File: src/rtl/rxo_pkg.sv
package rxo_pkg;

  typedef enum logic [2:0] {
    ST_IDLE,
    ST_START,
    ST_DATA,
    ST_PAR,
    ST_STOP,
    ST_HOLD
  } rx_state_e;

  typedef enum logic [1:0] {
    PM_NONE,
    PM_ODD,
    PM_EVEN,
    PM_NOCHK
  } par_mode_e;

  // bit0 enables parity, bit2 selects the unchecked form, bit1 selects even
  function automatic par_mode_e decode_par(input logic [2:0] code);
    if (!code[0])     return PM_NONE;
    else if (code[2]) return PM_NOCHK;
    else if (code[1]) return PM_EVEN;
    else              return PM_ODD;
  endfunction

endpackage

File: src/rtl/rxo_sync.sv
module rxo_sync #(
  parameter int STAGES = 2,
  parameter bit INIT   = 1'b1
) (
  input  logic clk,
  input  logic rst,
  input  logic d,
  output logic q
);
  logic [STAGES-1:0] sr;

  always_ff @(posedge clk) begin
    if (rst) begin
      sr <= {STAGES{INIT}};
    end else begin
      sr[0] <= d;
      for (int i = 1; i < STAGES; i++) sr[i] <= sr[i-1];
    end
  end

  assign q = sr[STAGES-1];
endmodule

File: src/rtl/rxo_tick_sel.sv
module rxo_tick_sel #(
  parameter int SYNC_STAGES = 2
) (
  input  logic clk,
  input  logic rst,
  input  logic use_ext,
  input  logic int_tick,
  input  logic ext_clk,
  output logic tick
);
  logic ext_s;
  logic ext_d;

  rxo_sync #(.STAGES(SYNC_STAGES), .INIT(1'b0)) u_ext_sync (
    .clk (clk),
    .rst (rst),
    .d   (ext_clk),
    .q   (ext_s)
  );

  always_ff @(posedge clk) begin
    if (rst) begin
      ext_d <= 1'b0;
      tick  <= 1'b0;
    end else begin
      ext_d <= ext_s;
      tick  <= use_ext ? (ext_s & ~ext_d) : int_tick;
    end
  end

  // with the external source selected and its clock held, no strobe
  assert_ext_quiet_R10: assert property (@(posedge clk) disable iff (rst)
    (use_ext && $stable(ext_s) && $stable(ext_d)) |=> !tick);
endmodule

File: src/rtl/rxo_frame.sv
module rxo_frame
  import rxo_pkg::*;
#(
  parameter int W         = 8,
  parameter int OVS       = 16,
  parameter int SAMPLE_AT = 8
) (
  input  logic         clk,
  input  logic         rst,
  input  logic         en,
  input  logic         tick,
  input  logic         rxd,
  input  logic [1:0]   word_code,
  input  logic [2:0]   par_code,
  output logic         done,
  output logic [W-1:0] data_out,
  output logic         fe_out,
  output logic         pe_out
);
  localparam int CNT_W = $clog2(OVS);
  localparam int IDX_W = $clog2(W + 1);
  localparam logic [CNT_W-1:0] MID  = CNT_W'(SAMPLE_AT - 1);
  localparam logic [CNT_W-1:0] LAST = CNT_W'(OVS - 1);

  rx_state_e        state;
  logic [CNT_W-1:0] cnt;
  logic [IDX_W-1:0] bit_i;
  logic [IDX_W-1:0] nb_q;
  par_mode_e        pm_q;
  logic [W-1:0]     shreg;
  logic             par_acc;
  logic             par_bit;
  logic             par_bad;

  always_comb begin
    par_bad = 1'b0;
    case (pm_q)
      PM_ODD:  par_bad = ~(par_acc ^ par_bit);
      PM_EVEN: par_bad =  (par_acc ^ par_bit);
      default: par_bad = 1'b0;
    endcase
  end

  always_ff @(posedge clk) begin
    done <= 1'b0;
    if (rst || !en) begin
      state    <= ST_IDLE;
      cnt      <= '0;
      bit_i    <= '0;
      nb_q     <= IDX_W'(W);
      pm_q     <= PM_NONE;
      shreg    <= '0;
      par_acc  <= 1'b0;
      par_bit  <= 1'b0;
      data_out <= '0;
      fe_out   <= 1'b0;
      pe_out   <= 1'b0;
    end else if (tick) begin
      case (state)
        ST_IDLE: begin
          cnt <= '0;
          if (!rxd) begin
            state <= ST_START;
            nb_q  <= IDX_W'(W) - IDX_W'(word_code);
            pm_q  <= decode_par(par_code);
          end
        end
        ST_START: begin
          if (cnt == MID) begin
            cnt     <= '0;
            bit_i   <= '0;
            shreg   <= '0;
            par_acc <= 1'b0;
            state   <= rxd ? ST_IDLE : ST_DATA;
          end else begin
            cnt <= cnt + 1'b1;
          end
        end
        ST_DATA: begin
          if (cnt == LAST) begin
            cnt     <= '0;
            shreg   <= {rxd, shreg[W-1:1]};
            par_acc <= par_acc ^ rxd;
            if (bit_i == nb_q - 1'b1) begin
              state <= (pm_q == PM_NONE) ? ST_STOP : ST_PAR;
            end else begin
              bit_i <= bit_i + 1'b1;
            end
          end else begin
            cnt <= cnt + 1'b1;
          end
        end
        ST_PAR: begin
          if (cnt == LAST) begin
            cnt     <= '0;
            par_bit <= rxd;
            state   <= ST_STOP;
          end else begin
            cnt <= cnt + 1'b1;
          end
        end
        ST_STOP: begin
          if (cnt == LAST) begin
            cnt      <= '0;
            done     <= 1'b1;
            data_out <= shreg >> (IDX_W'(W) - nb_q);
            fe_out   <= ~rxd;
            pe_out   <= par_bad;
            state    <= rxd ? ST_IDLE : ST_HOLD;
          end else begin
            cnt <= cnt + 1'b1;
          end
        end
        ST_HOLD: begin
          cnt <= '0;
          if (rxd) state <= ST_IDLE;
        end
        default: state <= ST_IDLE;
      endcase
    end
  end

  // bits above the word length are zero when a character is delivered
  assert_zero_fill_R1: assert property (@(posedge clk) disable iff (rst)
    done |-> ((data_out >> nb_q) == '0));

  // unchecked or absent parity never reports an error
  assert_nochk_R2: assert property (@(posedge clk) disable iff (rst)
    (done && (pm_q == PM_NONE || pm_q == PM_NOCHK)) |-> !pe_out);

  // a disabled receiver delivers nothing
  assert_off_quiet_R8: assert property (@(posedge clk) disable iff (rst)
    !en |=> !done);
endmodule

File: src/rtl/rxo_status.sv
module rxo_status #(
  parameter int W = 8
) (
  input  logic         clk,
  input  logic         rst,
  input  logic         load,
  input  logic [W-1:0] in_data,
  input  logic         in_fe,
  input  logic         in_pe,
  input  logic         rd_stb,
  output logic [W-1:0] data,
  output logic         full,
  output logic         ovr,
  output logic         fe,
  output logic         pe
);
  always_ff @(posedge clk) begin
    if (rst) begin
      data <= '0;
      full <= 1'b0;
      ovr  <= 1'b0;
      fe   <= 1'b0;
      pe   <= 1'b0;
    end else if (load && full && !rd_stb) begin
      ovr <= 1'b1;
    end else if (load) begin
      data <= in_data;
      full <= 1'b1;
      if (!in_fe && !in_pe) begin
        ovr <= 1'b0;
        fe  <= 1'b0;
        pe  <= 1'b0;
      end else begin
        fe <= fe | in_fe;
        pe <= pe | in_pe;
      end
    end else if (rd_stb) begin
      full <= 1'b0;
    end
  end

  // a completed character on a full register raises overrun, data kept
  assert_overrun_keep_R6: assert property (@(posedge clk) disable iff (rst)
    (load && full && !rd_stb) |=> (ovr && $stable(data)));

  // a read with no load empties the register
  assert_read_clear_R5: assert property (@(posedge clk) disable iff (rst)
    (rd_stb && !load) |=> !full);

  // any load leaves the register full
  assert_load_full_R5: assert property (@(posedge clk) disable iff (rst)
    load |=> full);

  // an error flag survives any cycle without a load
  assert_sticky_fe_R7: assert property (@(posedge clk) disable iff (rst)
    (fe && !load) |=> fe);
endmodule

File: src/rtl/serial_rx16.sv
module serial_rx16 #(
  parameter int DATA_W      = 8,
  parameter int OVS         = 16,
  parameter int SAMPLE_AT   = 8,
  parameter int SYNC_STAGES = 2
) (
  input  logic              clk,
  input  logic              rst,
  input  logic              tick_int,
  input  logic              rxc_ext,
  input  logic              use_ext_clk,
  input  logic              rxd,
  input  logic [1:0]        cfg_word_len,
  input  logic [2:0]        cfg_parity,
  input  logic              cfg_echo,
  input  logic              cfg_term_ready,
  input  logic              dsr_n,
  input  logic              rd_data_stb,
  output logic [DATA_W-1:0] rd_data,
  output logic              rx_full,
  output logic              err_overrun,
  output logic              err_framing,
  output logic              err_parity,
  output logic              echo_txd
);
  logic              tick;
  logic              rxd_s;
  logic              rx_en;
  logic              f_done;
  logic [DATA_W-1:0] f_data;
  logic              f_fe;
  logic              f_pe;

  assign rx_en = cfg_term_ready & ~dsr_n;

  rxo_tick_sel #(.SYNC_STAGES(SYNC_STAGES)) u_tick (
    .clk      (clk),
    .rst      (rst),
    .use_ext  (use_ext_clk),
    .int_tick (tick_int),
    .ext_clk  (rxc_ext),
    .tick     (tick)
  );

  rxo_sync #(.STAGES(SYNC_STAGES), .INIT(1'b1)) u_rxd_sync (
    .clk (clk),
    .rst (rst),
    .d   (rxd),
    .q   (rxd_s)
  );

  rxo_frame #(.W(DATA_W), .OVS(OVS), .SAMPLE_AT(SAMPLE_AT)) u_frame (
    .clk       (clk),
    .rst       (rst),
    .en        (rx_en),
    .tick      (tick),
    .rxd       (rxd_s),
    .word_code (cfg_word_len),
    .par_code  (cfg_parity),
    .done      (f_done),
    .data_out  (f_data),
    .fe_out    (f_fe),
    .pe_out    (f_pe)
  );

  rxo_status #(.W(DATA_W)) u_status (
    .clk     (clk),
    .rst     (rst),
    .load    (f_done),
    .in_data (f_data),
    .in_fe   (f_fe),
    .in_pe   (f_pe),
    .rd_stb  (rd_data_stb),
    .data    (rd_data),
    .full    (rx_full),
    .ovr     (err_overrun),
    .fe      (err_framing),
    .pe      (err_parity)
  );

  always_ff @(posedge clk) begin
    if (rst) echo_txd <= 1'b1;
    else     echo_txd <= cfg_echo ? rxd_s : 1'b1;
  end

  // echo disabled holds the output at mark
  assert_echo_mark_R9: assert property (@(posedge clk) disable iff (rst)
    !cfg_echo |=> echo_txd);
endmodule

File: config.mk
export PLATFORM = sky130hd
export DESIGN_NAME = serial_rx16
export DESIGN_NICKNAME = d
export VERILOG_FILES = /design/src/rtl/rxo_pkg.sv /design/src/rtl/rxo_sync.sv /design/src/rtl/rxo_tick_sel.sv /design/src/rtl/rxo_frame.sv /design/src/rtl/rxo_status.sv /design/src/rtl/serial_rx16.sv
export SDC_FILE = /design/constraint.sdc
export NUM_CORES = 1
export LEC_CHECK = 0
export CAP_MARGIN = 15
export CORE_AREA = 2 2 110 59
export CTS_CLUSTER_DIAMETER = 80
export DETAILED_ROUTE_END_ITERATION = 7
export DIE_AREA = 0 0 112 61
export DONT_BUFFER_PORTS = 1
export SLEW_MARGIN = 20
export SYNTH_ARGS = -nofsm -noshare
export SYNTH_HDL_FRONTEND = slang
export SYNTH_SLANG_ARGS = --single-unit
File: constraint.sdc
create_clock -name clk -period 6.45 [get_ports clk]
set_input_delay 1.29 -clock clk [delete_from_list [all_inputs] [get_ports clk]]
set_output_delay 1.29 -clock clk [all_outputs]
set_load 0.005 [all_outputs]
==> results of run 1 <==
per-stage QoR:
stage / power [mW] / worst slack (ps) / instance area [µm²] / utilization / hold WS [ps]
detailed placement: 0.375 / 3640 / 2840 / 0.486 / 402
CTS: 0.931 / 3590 / 3200 / 0.546 / 415
global route: 0.948 / 3270 / 3200 / 0.547 / 426
floorplan: 0.374 / 4090 / 2820 / - / 389
global placement: 0.375 / 3710 / 2840 / 0.486 / 391
finish: 0.924 / 3590 / 3200 / 0.547 / 410
area by class of cell:
cell class	instances	area share
sequential	57	0.356
timing repair buffer	1	0.00234
tap	77	0.0301
clock inverter	6	0.0359
clock buffer	10	0.0746
inverter	7	0.00820
multi-input combinational	249	0.493
how the worst max path moves through the flow:
stage                                     end             from  slack [ps]
final                        u_frame.bit_i[3]  u_frame.nb_q[0]        3590
after global routing         u_frame.bit_i[3]  u_frame.nb_q[0]        3270
after CTS                    u_frame.bit_i[3]  u_frame.nb_q[0]        3590
after detailed placement     u_frame.bit_i[3]  u_frame.nb_q[0]        3640
after global placement       u_frame.bit_i[3]  u_frame.nb_q[0]        3710
after floorplan           u_frame.data_out[1]  u_frame.nb_q[0]        4090
Yosys cell counts (3+ instances only):
master,number,area (µm²)
buf_2,6,30.0
ha_1,5,62.6
nand2_1,50,188
nand3_1,11,55.1
mux2_2,4,45.0
nor2_1,38,143
a22oi_1,4,30.0
o21ai_0,11,55.1
inv_1,7,26.3
or2_2,5,31.3
mux4_2,3,67.6
nand2b_1,7,43.8
a31oi_1,4,25.0
a21oi_1,33,165
clkbuf_1,6,22.5
xnor2_1,7,61.3
nand3b_1,4,30.0
a211oi_1,3,22.5
xor2_1,6,52.6
nor2b_1,8,50.1
mux2i_1,15,150
dfxtp_1,57,1140
flip-flops by register name, summed over array words and instances (netlist names):
signal and cells:
u_frame.data_out 8, u_frame.shreg 8, u_status.data 8, u_frame.bit_i 4, u_frame.cnt 4, u_frame.nb_q 4
u_frame.state 3, u_frame.pm_q 2, u_rxd_sync.sr 2, u_tick.u_ext_sync.sr 2, echo_txd 1, u_frame.done 1
u_frame.fe_out 1, u_frame.par_acc 1, u_frame.par_bit 1, u_frame.pe_out 1, u_status.fe 1, u_status.full 1
u_status.ovr 1, u_status.pe 1, u_tick.ext_d 1, u_tick.tick 1
logic make-up after synthesis:
kind of cell             after synthesis  share of synthesized area
AND/OR/NAND/NOR                      141                      0.241
AO/OA/AOI/OAI                         67                      0.156
multiplexers                          22                     0.0933
buffers and inverters                 22                     0.0360
adder cells (fa/ha/maj)                5                     0.0222
flip-flops                            57                      0.405
XOR/XNOR                              14                     0.0462
per-layer routing:
layer | vias to the layer above | global-route usage | routed length [µm]
li1 | 1136 | - | -
met1 | 1024 | 0.306 | 3580
met2 | 52 | 0.239 | 2250
met3 | 9 | 0.0649 | 378
met4 | 0 | 0.0784 | 95
met5 | - | 0 | 0
power breakdown:
group          leakage (nW)  total, mW  internal [mW]  switching [mW]
registers             0.460      0.357          0.354         0.00251
logic                 0.438     0.0114        0.00428         0.00709
clock network         0.169      0.555          0.388           0.167
total                  1.07      0.924          0.747           0.177
worst max-delay path: stages (launching register included):
cell and delay, ps:
dfxtp_1 720, inv_1 230, ha_1 600, xor2_1 210, nand2_1 140, o41ai_2 570
or3_1 190, a21oi_1 60
==> results by group, run 1 <==
Min path
  – Min-Delay Endpoint: u_rxd_sync.sr[1]
  – Worst hold path class: reg -> reg
  – Hold Startpoint: u_rxd_sync.sr[0]
  – Hold Path Depth: 1

Drt
  – Via count: approximately 2,200
  – Detail Route Antenna Nets: 0
  – DR WL/cell: 15.5 µm
  – DR iter-0 viols: a little over 200
  – DRC: 0
  – Final wirelength: 6.30 mm
  – DR vias/cell: 5.46
  – 1st-pass router iterations: 4

Logic synthesis
  – Cells after synthesis: between 300 and 400
  – Syn avg cell area: 8.58 µm²
  – Unique masters post-synth: 48
  – Fraction of registers with async set or reset after synthesis: 0
  – Post-synth EDFFs: 0
  – Ys flop type: dfxtp_1
  – Yosys reg bits: 57
  – Seq/Total Area, Yosys: 0.405
  – Syn Std Cell Area: 0.00282 mm²
  – Syn Nets: 348
  – Warnings from Yosys: 0

Global route
  – Gr usage total: 0.196
  – Antenna violations before repair: 0
  – Vias in the first global route: 1,908
  – Largest net degree at the start of global routing: 28
  – Grt ovf: 0
  – First-pass GRT wire length: 10.0 mm

Clock tree
  – Post_cts resized: 0
  – CTS Sinks: 57
  – Clock transition at the registers of the reported paths: 50 ps
  – Worst-case clock buffer depth: 2
  – TritonCTS clock tree: done
  – Number of buffers created by CTS: 9
  – H-tree levels: 3
  – Root Driver: clkbuf_16
  – Cts hold-fix bufs: 0
  – Post-CTS Setup Bufs: 0
  – Clock Latency Late Sink: 330 ps

Floorplan
  – Die H: 61 µm
  – # rows: 20
  – Core Box Area: 0.00586 mm²
  – Die area: 0.00683 mm²
  – I/O pin count: 28
  – Initial Utilization: 0.481
  – Die X: 112 µm

STA
  – Final Hold Violating Endpoints: 0
  – Fin. max-slew vios: 0
  – RSZ-0062 raised after global routing: false
  – Slew headroom: 0.394
  – Setup TNS: 0 ps
  – Slew @ Worst Pin: around 900 ps
  – Worst Clk Skew: 5.21 ps
  – Tcrit/Tclk final: 0.444
  – Final setup fails: 0
  – Highest clock rate: 349 MHz
  – Final worst path period need: roughly 2900 ps

Worst setup path
  – Startpoint Class: flip-flop
  – Worst reg2reg path startpoint: u_frame.nb_q[0]
  – Crit. End Element: flip-flop
  – Crit path DAT: 3040 ps
  – Depth of the worst register-to-register path: 7
  – Crit path max fanout: 13
  – Slack of the worst reg-to-reg path: 3590 ps
  – Capture point of the worst reg-to-reg path: u_frame.bit_i[3]
  – Critical path class: reg -> reg
  – Critical Path RT: approximately 6600 ps

Placed design
  – Global placement routability congestion: between 0.8 and 0.9
  – Post-DP HPWL: 4.44 mm
  – IO buf count: 0
  – Placed cells: 391

Cells and area
  – Commonest non-fill, non-tap cell in the layout: dfxtp_1
  – Area of the multi-input gates: 0.00158 mm²
  – Share of layout cells above drive strength 1: 0.118
  – Most frequent cells in the layout: dfxtp_1 (57), nand2_1 (50), nor2_1 (38), a21oi_1 (33), mux2i_1 (15)
  – Diode count: 0
  – Register area: 0.00114 mm²
  – Synth-to-Final Area Change: 13.8%
  – Final net count: 345
  – # fillers: 543
  – Post-Layout Cell Count: 407

Pwr
  – LEAKAGE: 1.07 nW
  – PD cells: 288 mW/mm²
  – Max VDD drop: 205 µV

Flow run
  – Max-cap violations: 0

Status
  – Outcome: finished, final reports clean
(Power assumes the default switching activity.)
==> run 2, diff against run 1 <==
--- a/config.mk
+++ b/config.mk
@@ -11,6 +11,7 @@
 export DETAILED_ROUTE_END_ITERATION = 7
 export DIE_AREA = 0 0 112 61
 export DONT_BUFFER_PORTS = 1
+export PLACE_DENSITY = 0.66
 export SLEW_MARGIN = 20
 export SYNTH_ARGS = -nofsm -noshare
 export SYNTH_HDL_FRONTEND = slang
==> constraint.sdc (replaced) <==
create_clock -name clk -period 2.35 [get_ports clk]
set_input_delay 0.47 -clock clk [delete_from_list [all_inputs] [get_ports clk]]
set_output_delay 0.47 -clock clk [all_outputs]
set_load 0.005 [all_outputs]
==> run 2 against run 1 <==
Largest power group unchanged. Final cell count grew 2.2%. Cell area shrank 0.70%. Register-to-register slack lost 3300 ps. Wire length shrank 1.7%. Global-route usage shrank 0.11 points. Sequential share of layout area grew 0.25 points. Clock skew is essentially flat. Die area is the same. Combinational power grew to 3.0 times the previous value. Total power grew 130%. Largest cell class unchanged. Highest routed layer unchanged. Clock power grew 100%. Sequential power grew to 2.7 times the previous value.
==> results by group, run 2 (synthesized netlist as in run 1, its figures left out) <==
Status
  – Outcome: finished, final reports clean

STA
  – Worst Clk Skew: 5.54 ps (+0.322 ps)
  – Setup TNS: 0 ps (unchanged)
  – Highest clock rate: 482 MHz (+38%)
  – RSZ-0062 raised after global routing: false
  – Final Hold Violating Endpoints: 0 (unchanged)
  – Slew headroom: 0.401 (+0.00673)
  – Final setup fails: 0 (unchanged)
  – Tcrit/Tclk final: 0.884 (+0.439)
  – Slew @ Worst Pin: 893 ps (-7.17 ps)
  – Fin. max-slew vios: 0 (unchanged)
  – Final worst path period need: 2080 ps (-788 ps)

Clock tree
  – CTS Sinks: 57 (unchanged)
  – Worst-case clock buffer depth: 2 (unchanged)
  – Root Driver: clkbuf_16
  – Clock transition at the registers of the reported paths: 50 ps (about the same)
  – TritonCTS clock tree: done
  – Number of buffers created by CTS: 9 (unchanged)
  – Post-CTS Setup Bufs: 0 (unchanged)
  – Post_cts resized: 0 (unchanged)
  – Cts hold-fix bufs: 0 (unchanged)
  – Clock Latency Late Sink: 320 ps (about the same)
  – H-tree levels: 3 (unchanged)

Worst setup path
  – Depth of the worst register-to-register path: 6 (-1)
  – Crit path DAT: 2330 ps (-710 ps)
  – Worst path max stage delay: 640 ps (-80 ps)
  – Startpoint Class: flip-flop
  – Slowest cell on the critical path: or4_1
  – CP cell instances: ha_1 -> nand2_1 -> or4_1 -> nor2_1 -> o211ai_1 -> a21oi_1
  – Crit path from: u_frame.cnt[0]
  – Critical Path RT: 2610 ps (-4020 ps)
  – Worst reg2reg path startpoint: u_frame.cnt[0]
  – Critical path class: reg -> reg
  – Crit. End Element: flip-flop
  – Slack of the worst reg-to-reg path: 270 ps (-3310 ps)
  – Capture point of the worst reg-to-reg path: u_frame.data_out[3]
  – Crit path max fanout: 6 (-7)
  – Crit path to: u_frame.data_out[3]

Placed design
  – Post-DP HPWL: 4.40 mm (-0.80%)
  – Global placement routability congestion: 0.856 (+0.86%)
  – IO buf count: 0 (unchanged)

Drt
  – DRC: 0 (unchanged)
  – DR iter-0 viols: 160 (-22%)
  – 1st-pass router iterations: 4 (unchanged)
  – DR vias/cell: 5.44 (-0.27%)
  – Final wirelength: 6.20 mm (-1.7%)
  – DR WL/cell: 14.9 µm (-3.8%)
  – Via count: 2,264 (+1.9%)
  – Detail Route Antenna Nets: 0 (unchanged)

Cells and area
  – Share of layout cells above drive strength 1: 0.136 (+0.0175)
  – Diode count: 0 (unchanged)
  – Synth-to-Final Area Change: 13.0%
  – Most frequent cells in the layout: dfxtp_1 (57), nand2_1 (50), nor2_1 (38), a21oi_1 (33), mux2i_1 (15)
  – Regs by FF count: u_frame.data_out: 8 flops, u_frame.shreg: 8 flops, u_status.data: 8 flops
  – Final net count: 355 (+2.9%)
  – Commonest non-fill, non-tap cell in the layout: dfxtp_1

Global route
  – Gr usage total: 0.195 (-0.00106)
  – First-pass GRT wire length: 9.98 mm (-0.62%)
  – Largest net degree at the start of global routing: 22 (-21%)
  – Vias in the first global route: 2,039 (+6.9%)
  – Antenna violations before repair: 0 (unchanged)
  – Grt ovf: 0 (unchanged)

Floorplan
  – Die area: 0.00683 mm² (unchanged)
  – Initial Utilization: 0.481 (unchanged)
  – Die H: 61 µm (unchanged)
  – Core Box Area: 0.00586 mm² (unchanged)
  – # rows: 20 (unchanged)
  – I/O pin count: 28 (unchanged)
  – Die X: 112 µm (unchanged)

Pwr
  – LEAKAGE: 1.09 nW (+1.8%)
  – PD cells: 674 mW/mm² (+130%)
  – Total design power: 2.15 mW (+130%)
  – Max VDD drop: 672 µV (+230%)

Flow run
  – Max-cap violations: 0 (unchanged)

Min path
  – Worst hold path class: in -> reg
==> run 2: cell types whose count changed in the layout (fill, tap and decap cells not counted), moves of 2 or more <==
cell	previous run	this run
bufinv_16	3	0
buf_4	1	11
clkinv_4	2	0
clkinv_2	0	4
==> run 2: how the worst min path moves through the flow <==
stage,from,to,slack [ps],cells after the start
2_1_floorplan,u_rxd_sync.sr[0],u_rxd_sync.sr[1],390,1
3_3_place_gp,u_rxd_sync.sr[0],u_rxd_sync.sr[1],390,1
3_5_place_dp,u_rxd_sync.sr[0],u_rxd_sync.sr[1],400,1
4_1_cts,rst,u_status.fe,190,1
5_1_grt,rst,u_tick.u_ext_sync.sr[1],200,1
6_report,rst,u_tick.tick,210,1
==> run 2: through the flow <==
step           cells  utilization  worst slack, ps  hold WS (ps)  area [µm²]
3_3_place_gp     401        0.499              314           392        2920
2_1_floorplan    328            -              136           389        2820
5_1_grt          416        0.543              118           197        3180
6_report         416        0.543              274           211        3180
4_1_cts          416        0.543              273           190        3180
3_5_place_dp     401        0.499              294           397        2920
==> run 2: area by class of cell <==
cell class,count,area (µm²)
Tap cell,77,96.3
Clock buffer,11,243
Inverter,7,26.3
Timing Repair Buffer,11,82.6
Fill cell,539,2670
Clock inverter,4,20.0
Sequential cell,57,1140
Multi-Input combinational cell,249,1570
==> run 2: power breakdown <==
group | switching [mW] | total [mW] | internal, mW
sequential | 0.00572 | 0.980 | 0.974
clock | 0.407 | 1.13 | 0.724
combinational | 0.0211 | 0.0342 | 0.0131
total | 0.434 | 2.15 | 1.71
==> run 2: critical path, delay by kind of cell, from the launching register on <==
kind                     cells  cell delay (ps)
adder cells (fa/ha/maj)      1              260
AO/OA/AOI/OAI                2              300
AND/OR/NAND/NOR              3             1080
flip-flops                   1              370
==> run 2: layer usage <==
metal	part of all wire	GRT usage	up-vias
met1	0.53	0.284	1042
met5	0	0	-
met4	0.0011	0.0662	0
met2	0.38	0.252	69
met3	0.088	0.0879	2
li1	-	-	1151
==> run 3, diff against run 2 <==
--- a/config.mk
+++ b/config.mk
@@ -12,7 +12,6 @@
 export DIE_AREA = 0 0 112 61
 export DONT_BUFFER_PORTS = 1
 export PLACE_DENSITY = 0.66
-export SLEW_MARGIN = 20
 export SYNTH_ARGS = -nofsm -noshare
 export SYNTH_HDL_FRONTEND = slang
 export SYNTH_SLANG_ARGS = --single-unit
==> results of run 3 <==
Same layout as run 2: the final DEF is identical, and so are final timing and power.
